**config.mk**
```make
export PLATFORM = sky130hd
export DESIGN_NAME = nh_lookup_stage
export DESIGN_NICKNAME = d
export VERILOG_FILES = /design/src/rtl/nh_pkg.sv /design/src/rtl/nh_entry_store.sv /design/src/rtl/nh_match.sv /design/src/rtl/nh_lookup_stage.sv
export SDC_FILE = /design/constraint.sdc
export NUM_CORES = 2
export LEC_CHECK = 0
export ABC_CLOCK_PERIOD_IN_PS = 6150
export BUFFER_PORTS_ARGS = -buffer_cell sky130_fd_sc_hd__clkbuf_2
export CAP_MARGIN = 20
export CORE_MARGIN = 5
export CORE_UTILIZATION = 45
export DETAILED_ROUTE_END_ITERATION = 8
export SLEW_MARGIN = 15
export SYNTH_ARGS = -nofsm -noshare
export SYNTH_HDL_FRONTEND = slang
export SYNTH_SLANG_ARGS = --single-unit
```
**constraint.sdc**
```tcl
create_clock -name clk -period 6.15 [get_ports clk]
set_input_delay 0.9225 -clock clk [delete_from_list [all_inputs] [get_ports clk]]
set_output_delay 0.9225 -clock clk [all_outputs]
set_load 0.005 [all_outputs]
```
**src/rtl/nh_pkg.sv**
```systemverilog
package nh_pkg;
    localparam int KEY_W   = 32;
    localparam int PORT_W  = 12;
    localparam int ACT_W   = 2;
    localparam logic [ACT_W-1:0]  ACT_SET_NHOP = 2'b01;
    localparam logic [PORT_W-1:0] DROP_PORT    = '1;

    typedef struct packed {
        logic              valid;
        logic [KEY_W-1:0]  key;
        logic [ACT_W-1:0]  act;
        logic [KEY_W-1:0]  nhop;
        logic [PORT_W-1:0] port;
    } nh_entry_t;
endpackage

```
**src/rtl/nh_entry_store.sv**
```systemverilog
module nh_entry_store
    import nh_pkg::*;
#(
    parameter int DEPTH = 16,
    localparam int IDX_W = $clog2(DEPTH)
) (
    input  logic             clk,
    input  logic             rst_n,
    input  logic             wr_en,
    input  logic [IDX_W-1:0] wr_idx,
    input  nh_entry_t        wr_entry,
    output nh_entry_t        tbl_o [DEPTH]
);
    nh_entry_t tbl_d [DEPTH];
    nh_entry_t tbl_q [DEPTH];

    always_comb begin
        for (int i = 0; i < DEPTH; i++) begin
            tbl_d[i] = tbl_q[i];
        end
        if (wr_en) begin
            tbl_d[wr_idx] = wr_entry;
        end
    end

    always_ff @(posedge clk) begin
        if (!rst_n) begin
            for (int i = 0; i < DEPTH; i++) begin
                tbl_q[i] <= '0;
            end
        end else begin
            for (int i = 0; i < DEPTH; i++) begin
                tbl_q[i] <= tbl_d[i];
            end
        end
    end

    assign tbl_o = tbl_q;

    // a write is visible in the addressed entry one edge later
    p_write_lands_r9: assert property (@(posedge clk) disable iff (!rst_n)
        wr_en |=> tbl_q[$past(wr_idx)] == $past(wr_entry));
endmodule

```
**src/rtl/nh_match.sv**
```systemverilog
module nh_match
    import nh_pkg::*;
#(
    parameter int DEPTH = 16
) (
    input  logic             clk,
    input  logic             rst_n,
    input  logic [KEY_W-1:0] key_i,
    input  nh_entry_t        tbl_i [DEPTH],
    output logic             hit_o,
    output nh_entry_t        entry_o
);
    logic [DEPTH-1:0] eq;
    logic [DEPTH-1:0] grant;

    for (genvar g = 0; g < DEPTH; g++) begin : g_cmp
        assign eq[g] = tbl_i[g].valid && (tbl_i[g].key == key_i);
    end

    // isolate the lowest set bit: lowest index wins
    assign grant = eq & (~eq + 1'b1);
    assign hit_o = |eq;

    always_comb begin
        entry_o = '0;
        for (int i = 0; i < DEPTH; i++) begin
            if (grant[i]) begin
                entry_o = tbl_i[i];
            end
        end
    end

    // never more than one entry selected
    p_single_grant_r7: assert property (@(posedge clk) disable iff (!rst_n)
        $onehot0(grant));
    // the selected entry is one that actually matched
    p_grant_in_match_r7: assert property (@(posedge clk) disable iff (!rst_n)
        (grant & ~eq) == '0);
endmodule

```
**src/rtl/nh_lookup_stage.sv**
```systemverilog
module nh_lookup_stage
    import nh_pkg::*;
#(
    parameter int DEPTH = 16,
    localparam int IDX_W = $clog2(DEPTH)
) (
    input  logic              clk,
    input  logic              rst_n,
    input  logic              cp_wr_en,
    input  logic [IDX_W-1:0]  cp_wr_idx,
    input  logic [KEY_W-1:0]  cp_wr_key,
    input  logic [ACT_W-1:0]  cp_wr_act,
    input  logic [KEY_W-1:0]  cp_wr_nhop,
    input  logic [PORT_W-1:0] cp_wr_port,
    input  logic              cp_wr_valid,
    input  logic              lk_req,
    input  logic [KEY_W-1:0]  lk_dst,
    output logic              rs_valid,
    output logic              rs_hit,
    output logic              rs_drop,
    output logic [KEY_W-1:0]  rs_nhop,
    output logic [PORT_W-1:0] rs_port
);
    typedef struct packed {
        logic              valid;
        logic              hit;
        logic [ACT_W-1:0]  act;
        logic [KEY_W-1:0]  nhop;
        logic [PORT_W-1:0] port;
    } match_stage_t;

    typedef struct packed {
        logic              valid;
        logic              hit;
        logic              drop;
        logic [KEY_W-1:0]  nhop;
        logic [PORT_W-1:0] port;
    } result_t;

    nh_entry_t    wr_entry;
    nh_entry_t    tbl [DEPTH];
    logic         m_hit;
    nh_entry_t    m_entry;
    match_stage_t s1_d, s1_q;
    result_t      out_d, out_q;

    assign wr_entry = '{valid: cp_wr_valid, key: cp_wr_key, act: cp_wr_act,
                        nhop: cp_wr_nhop, port: cp_wr_port};

    nh_entry_store #(.DEPTH(DEPTH)) u_store (
        .clk      (clk),
        .rst_n    (rst_n),
        .wr_en    (cp_wr_en),
        .wr_idx   (cp_wr_idx),
        .wr_entry (wr_entry),
        .tbl_o    (tbl)
    );

    nh_match #(.DEPTH(DEPTH)) u_match (
        .clk     (clk),
        .rst_n   (rst_n),
        .key_i   (lk_dst),
        .tbl_i   (tbl),
        .hit_o   (m_hit),
        .entry_o (m_entry)
    );

    always_comb begin
        // stage 1: capture the match outcome
        s1_d       = '0;
        s1_d.valid = lk_req;
        if (lk_req && m_hit) begin
            s1_d.hit  = 1'b1;
            s1_d.act  = m_entry.act;
            s1_d.nhop = m_entry.nhop;
            s1_d.port = m_entry.port;
        end
        // stage 2: execute the action (default action is drop)
        out_d = '0;
        if (s1_q.valid) begin
            out_d.valid = 1'b1;
            out_d.hit   = s1_q.hit;
            if (s1_q.hit && s1_q.act == ACT_SET_NHOP) begin
                out_d.port = s1_q.port;
                out_d.nhop = s1_q.nhop;
            end else begin
                out_d.port = DROP_PORT;
            end
            out_d.drop = (out_d.port == DROP_PORT);
            if (out_d.drop) begin
                out_d.nhop = '0;
            end
        end
    end

    always_ff @(posedge clk) begin
        if (!rst_n) begin
            s1_q  <= '0;
            out_q <= '0;
        end else begin
            s1_q  <= s1_d;
            out_q <= out_d;
        end
    end

    assign rs_valid = out_q.valid;
    assign rs_hit   = out_q.hit;
    assign rs_drop  = out_q.drop;
    assign rs_nhop  = out_q.nhop;
    assign rs_port  = out_q.port;

    p_latency_r8: assert property (@(posedge clk) disable iff (!rst_n)
        lk_req |=> ##1 rs_valid);
    p_no_spurious_r8: assert property (@(posedge clk) disable iff (!rst_n)
        !lk_req |=> ##1 !rs_valid);
    p_miss_drops_r5: assert property (@(posedge clk) disable iff (!rst_n)
        (rs_valid && !rs_hit) |-> (rs_drop && rs_port == DROP_PORT));
    p_drop_no_nhop_r4: assert property (@(posedge clk) disable iff (!rst_n)
        rs_drop |-> (rs_nhop == '0 && rs_port == DROP_PORT));
    p_idle_zero_r11: assert property (@(posedge clk) disable iff (!rst_n)
        !rs_valid |-> (!rs_hit && !rs_drop && rs_nhop == '0 && rs_port == '0));
endmodule

```
### Yosys cells after proc, flatten, opt, wreduce, memory -nomap -nowiden

Index checks and enable logic that the tools add are counted.

* add/sub/neg operators: 1
* magnitude comparators: 2
* eq/ne operators: 18
* muxes and demuxes: 25
* bitwise gates (word level): 6
* reduce and logical (&&, ||, !) cells: 23

Operators by type and width (count)
* $bwmux 1264: 1
* $mux 46: 16
* $eq 32x32->1: 16
* $demux 79 s4: 1
* $mux 47: 2
* $mux 79: 1
* $mux 32: 2
* $mux 12: 2
* $logic_and 1x1->1: 19
* $add 16x1->16 const B: 1
* $and 16x16->16: 1
* $not 16->16: 1
* $reduce_or 16->1: 1
* $eq 12x12->1 const B: 1
* $ge 5x5->1 const B: 1
* $lt 5x1->1 const B: 1
* $not 4->5: 1
* $reduce_and 2->1: 2
* $reduce_or 4->1: 1
* $not 1->1: 3
* $eq 2x1->1 const B: 1

* register bits: 1359
* bits of input ports: 119
* output and inout bits: 47
* logic and storage cells: 165

### Depth between registers and ports, before layout

* word-level depth: 22
* depth in mapped cells: 16
* depth with buffers taken out: 10

### Hierarchy

From an unflattened synthesis, not the netlist that was laid out.

* cells, all modules: 6894
* area, all modules: 63216.9 um2

By module, submodules not included
* nh_entry_store: times used 1, cells an instance 4261, area each 44705.4 um2, sequential area each 25304.3 um2
* nh_match: times used 1, cells an instance 2413, area each 15816.4 um2, sequential area each 0.0 um2
* nh_lookup_stage: times used 1, cells an instance 220, area each 2695.1 um2, sequential area each 1901.8 um2

### Worst setup path before layout

No wires, ideal clock.

* path kind: input to register
* start point: input lk_dst[30]
* end point: register s1_q[20] (netlist bit)
* library setup time: 0.120 ns
* arrival: 3.669 ns
* data required time: 6.030 ns
* path slack: 2.361 ns
* stages on the path: 13
* path buffers: 4
* cells stage by stage: buf_4 buf_6 xor2_1 nor4_1 nand4_1 or4_1 or3b_2 or2_1 buf_2 buf_2 o22ai_1 a41oi_1 o31a_1

* longest elaborated chain between the ends: 21
* elaborated cells on any way between the ends: 54
* classes of those cells: add/sub: 1; eq/ne: 16; mux: 16; bitwise: 2; reduce/logical: 19

RTL lines
* start: declaration: line nh_lookup_stage.sv:17 `input logic [KEY_W-1:0] lk_dst,`
* $eq 32x32->1: line nh_match.sv:17 `assign eq[g] = tbl_i[g].valid && (tbl_i[g].key == key_i);`
* $logic_and 1x1->1: line nh_match.sv:17
* $not 16->16: line nh_match.sv:21 `assign grant = eq & (~eq + 1'b1);`
* $add 16x1->16: line nh_match.sv:21
* $and 16x16->16: line nh_match.sv:21
* $mux 46 (16 in series): line nh_match.sv:27 `if (grant[i]) begin`
* end signal: assignment: line nh_lookup_stage.sv:98 `s1_q <= '0;`
* end signal: assignment: line nh_lookup_stage.sv:101 `s1_q <= s1_d;`
* end: declaration: line nh_lookup_stage.sv:44 `match_stage_t s1_d, s1_q;`

Several ways; a longest one is shown, not always the timed one.
A chain may end at the register's enable or synchronous reset.

### Final worst setup path

* start point: input lk_dst[17]
* end point: register s1_q[1] (netlist bit)

The elaborated chain is that of the path after synthesis.

==> run summary <==
The run finished with clean final reports. STA puts the critical path data required time at 6.83 ns. The worst setup path is of the in2reg kind.

The clock arrives with 0.02146 ns of skew. Fraction of synthesized cell area taken by the top area cell type: 0.4403. The number of distinct standard cells referenced by the synthesized netlist is 82.

Dominant register cell in the synthesized netlist: sky130_fd_sc_hd__dfxtp_1. Setup violations remaining at the end of the flow were counted as 0. The tools report the pin count of the biggest net entering global routing as 257. After routing the design area is 0.06831 mm2. The run gives 0 as the number of slew-limit violations in the final report. The logs give 111.7 mm for the length of routed met2 wiring and 23.21 nW for the static leakage. Ranked by instance count, the synthesized netlist is headed by sky130_fd_sc_hd__nand2_1, sky130_fd_sc_hd__dfxtp_1, sky130_fd_sc_hd__a21boi_0. By instance count, the leading cell after synthesis is sky130_fd_sc_hd__nand2_1. The post-synthesis to final-layout area growth was 10.56%.

The min-delay analysis places its worst path in the category reg2reg. In the detailed route, the total length drawn on met3 is 18.08 mm. The number of antenna violations at the first check in global routing was 13. The total wirelength of the detailed-routed design came out at 242.4 mm.

The worst setup path is captured at a flop. Kind of start point of the critical path: an input pin. The total congestion overflow was 0. The quantity of I/O buffers inserted on ports was 165. The via count of the first global-routing pass is 50740, and the number of synthesized register bits is 1359.

The detail route stage leaves a number of antenna-violating nets equal to 0. The per-cell routed wire length works out to 26.02 um. The H-tree was split into 4 levels. The power density over the cells was 286.9 mW/mm2; the core area was 0.1370 mm2. Setup repair after global routing left no endpoint under its margin. After detailed routing, the wire length on met1 is 95.65 mm. The first global-routing pass estimated 351.0 mm of wire. For the worst-skew pair, the clock arrives at the later sink with an insertion delay of 0.80 ns. The routed layout has 53980 vias. The number of enable-type register cells in the synthesized netlist was 0. Clock tree synthesis found a total of 1359 sinks. The completed layout was analyzed and its total power is 19.60 mW. After detailed placement, the total cell area comes to 0.06311 mm2. The clock passes through at most 3 buffers.

The final net count was 7516; the minimum clock period after layout was 4.704 ns. The number of nets produced by synthesis is 7806, and the count of final hold-check violations is 0. For this run, design rule violations remaining after detail routing come to 0. Die height: 380.5 um. The highest layer used for signal routing is met5. The tool flagged a number of max-cap violations equal to 0. Summed over all nets, the half-perimeter wirelength after detailed placement is 155.2 mm. STA puts the critical path data arrival time at 5.39 ns. The worst slew slack as a fraction of its limit is 0.2031, and the final weighted congestion in routability-driven placement is 0.9446.

Once the clock tree was built, the setup fixing pass inserted 0 buffers. The tools report the area of the mapped netlist as 0.06179 mm2. The share of final-layout standard cells stronger than drive strength 1 is 0.08649. The tools report the combined global-route utilization of all metal layers as 0.3217. After synthesis, the cell types taking the most area are sky130_fd_sc_hd__dfxtp_1, sky130_fd_sc_hd__nand2_1, sky130_fd_sc_hd__a21boi_0, sky130_fd_sc_hd__clkbuf_1, sky130_fd_sc_hd__xor2_1.

In this run the count of I/O pins placed on the die edge is 166. Clock-pin slew was measured on the worst setup and hold paths at 0.06 ns. The peak ir drop on the vdd network was 0.2048 mV. Setup total negative slack on the finished layout was measured at 0 ns. Proportion of synthesized chip area in sequential cells: 0.4403.

The number of gates resized after CTS was 0. The cell count after synthesis is 7687. The per-instance average area after synthesis was 8.038 um2. The floorplan step defined a die boundary enclosing 0.1448 mm2. The post-route core utilization is 0.4987. At the pin with the least slew margin, the transition time is 1.195 ns. The starting utilization of the core area was 0.4511. The floorplan step set the die width to 380.5 um. The first-pass detailed-route iteration total came out at 9.

In this run the clock root is driven by a sky130_fd_sc_hd__clkbuf_16. Of all nets on the critical path, the largest fanout is 22. For this run, the number of Yosys warnings is 0. The share of the clock period used by the worst path after layout was 0.7649.

After detailed routing, the number of vias per cell comes to 5.794. TritonCTS built the clock tree. Timing would allow up to 212.6 MHz. The tools report the number of DRC markers after the initial detailed-route iteration as 6229. After clock tree synthesis, the flow added hold-fix buffers numbering 0. The fraction of registers with async set/reset works out to 0. The row count was 136; the number of buffers created by CTS was 151. The synthesized design spends more area on one cell type than any other, namely sky130_fd_sc_hd__dfxtp_1.
## worst max-delay path: stages
cell and delay, ns:
sky130_fd_sc_hd__clkbuf_2 0.59, sky130_fd_sc_hd__xor2_1 0.18, sky130_fd_sc_hd__nor4_1 0.95, sky130_fd_sc_hd__nand4_1 0.25, sky130_fd_sc_hd__or3_1 0.57, sky130_fd_sc_hd__nand2b_1 0.28, sky130_fd_sc_hd__nor4_4 0.17, sky130_fd_sc_hd__buf_4 0.39
sky130_fd_sc_hd__buf_4 0.32, sky130_fd_sc_hd__a21oi_1 0.07, sky130_fd_sc_hd__o2111ai_1 0.18, sky130_fd_sc_hd__o211ai_1 0.15, sky130_fd_sc_hd__a311oi_1 0.34
## layout make-up
| cell class | count | area, um2 |
|---|---|---|
| Fill cell | 13040 | 68670 |
| Timing Repair Buffer | 319 | 2137 |
| Sequential cell | 1359 | 27210 |
| Inverter | 20 | 75.07 |
| Clock buffer | 225 | 4586 |
| Antenna cell | 8 | 20.02 |
| Clock inverter | 46 | 573.1 |
| Multi-Input combinational cell | 5546 | 31470 |
| Tap cell | 1794 | 2245 |
## cell usage in the layout, fill, tap and decap left out, types with 13 or more instances in the layout
master / n
sky130_fd_sc_hd__xnor2_1: 245
sky130_fd_sc_hd__a221oi_1: 28
sky130_fd_sc_hd__dfxtp_1: 1359
sky130_fd_sc_hd__nand4_1: 71
sky130_fd_sc_hd__o211ai_1: 21
sky130_fd_sc_hd__clkinv_2: 24
sky130_fd_sc_hd__nor3_2: 13
sky130_fd_sc_hd__nand2_1: 2683
sky130_fd_sc_hd__a31oi_1: 21
sky130_fd_sc_hd__o21ai_0: 73
sky130_fd_sc_hd__a21oi_1: 125
sky130_fd_sc_hd__nor4_1: 72
sky130_fd_sc_hd__inv_1: 20
sky130_fd_sc_hd__clkbuf_1: 29
sky130_fd_sc_hd__a222oi_1: 24
sky130_fd_sc_hd__nand3_1: 83
sky130_fd_sc_hd__a21boi_0: 1266
sky130_fd_sc_hd__a311oi_1: 24
sky130_fd_sc_hd__xor2_1: 258
sky130_fd_sc_hd__nand2b_1: 24
sky130_fd_sc_hd__and3_1: 24
sky130_fd_sc_hd__and2_1: 47
sky130_fd_sc_hd__mux2_2: 21
sky130_fd_sc_hd__clkbuf_16: 158
sky130_fd_sc_hd__nor3_1: 26
sky130_fd_sc_hd__o2111ai_1: 21
sky130_fd_sc_hd__clkbuf_8: 38
sky130_fd_sc_hd__mux2i_1: 35
sky130_fd_sc_hd__nor2_1: 98
sky130_fd_sc_hd__clkbuf_2: 164
sky130_fd_sc_hd__a22oi_1: 43
sky130_fd_sc_hd__buf_4: 143
## path summary, 6_finish.rpt
path | from | endpoint | slack, ns | cells after the start
worst max-delay path | lk_dst[17] | s1_q[1] | 1.45 | 13
worst min register to register | u_store.tbl_o[1186] | u_store.tbl_o[1186] | 0.46 | 2
worst max register to register | u_store.tbl_o[1247] | s1_q[28] | 1.75 | 11
worst min-delay path | u_store.tbl_o[1186] | u_store.tbl_o[1186] | 0.46 | 2
## metrics by stage
step	setup slack, ns	std cells	hold slack (ns)
finish	1.446	9317	0.4633
global route	1.377	9313	0.4772
CTS	1.592	9308	0.4615
detailed placement	0.7501	9037	0.4539
global placement	0.7861	9037	0.4474
floorplan	2.361	7687	0.4057
## routing by layer
| layer | track usage | vias to the layer above |
|---|---|---|
| met5 | 0 | - |
| li1 | - | 24790 |
| met3 | 0.05020 | 694 |
| met4 | 0.1939 | 4 |
| met2 | 0.5246 | 2529 |
| met1 | 0.4021 | 25960 |
## power by group
part	leakage (nW)	switching, mW	internal, mW
clock network	2.55	3.83	5.62
logic	9.69	0.822	0.345
registers	11.0	0.0689	8.91
## registers in the layout, indices dropped and copies added (netlist names)
signal and cells:
rs_drop 1, u_store.tbl_o 1264, rs_nhop 32, s1_q 48, rs_valid 1, rs_hit 1
rs_port 12
## logic make-up after synthesis
group | synth area share
compound gates | 0.2117
xor+xnor | 0.07183
buf+inv | 0.05464
flops | 0.4403
mux | 0.009498
simple gates | 0.2120
No activity file was read; power rests on OpenSTA's default activity.
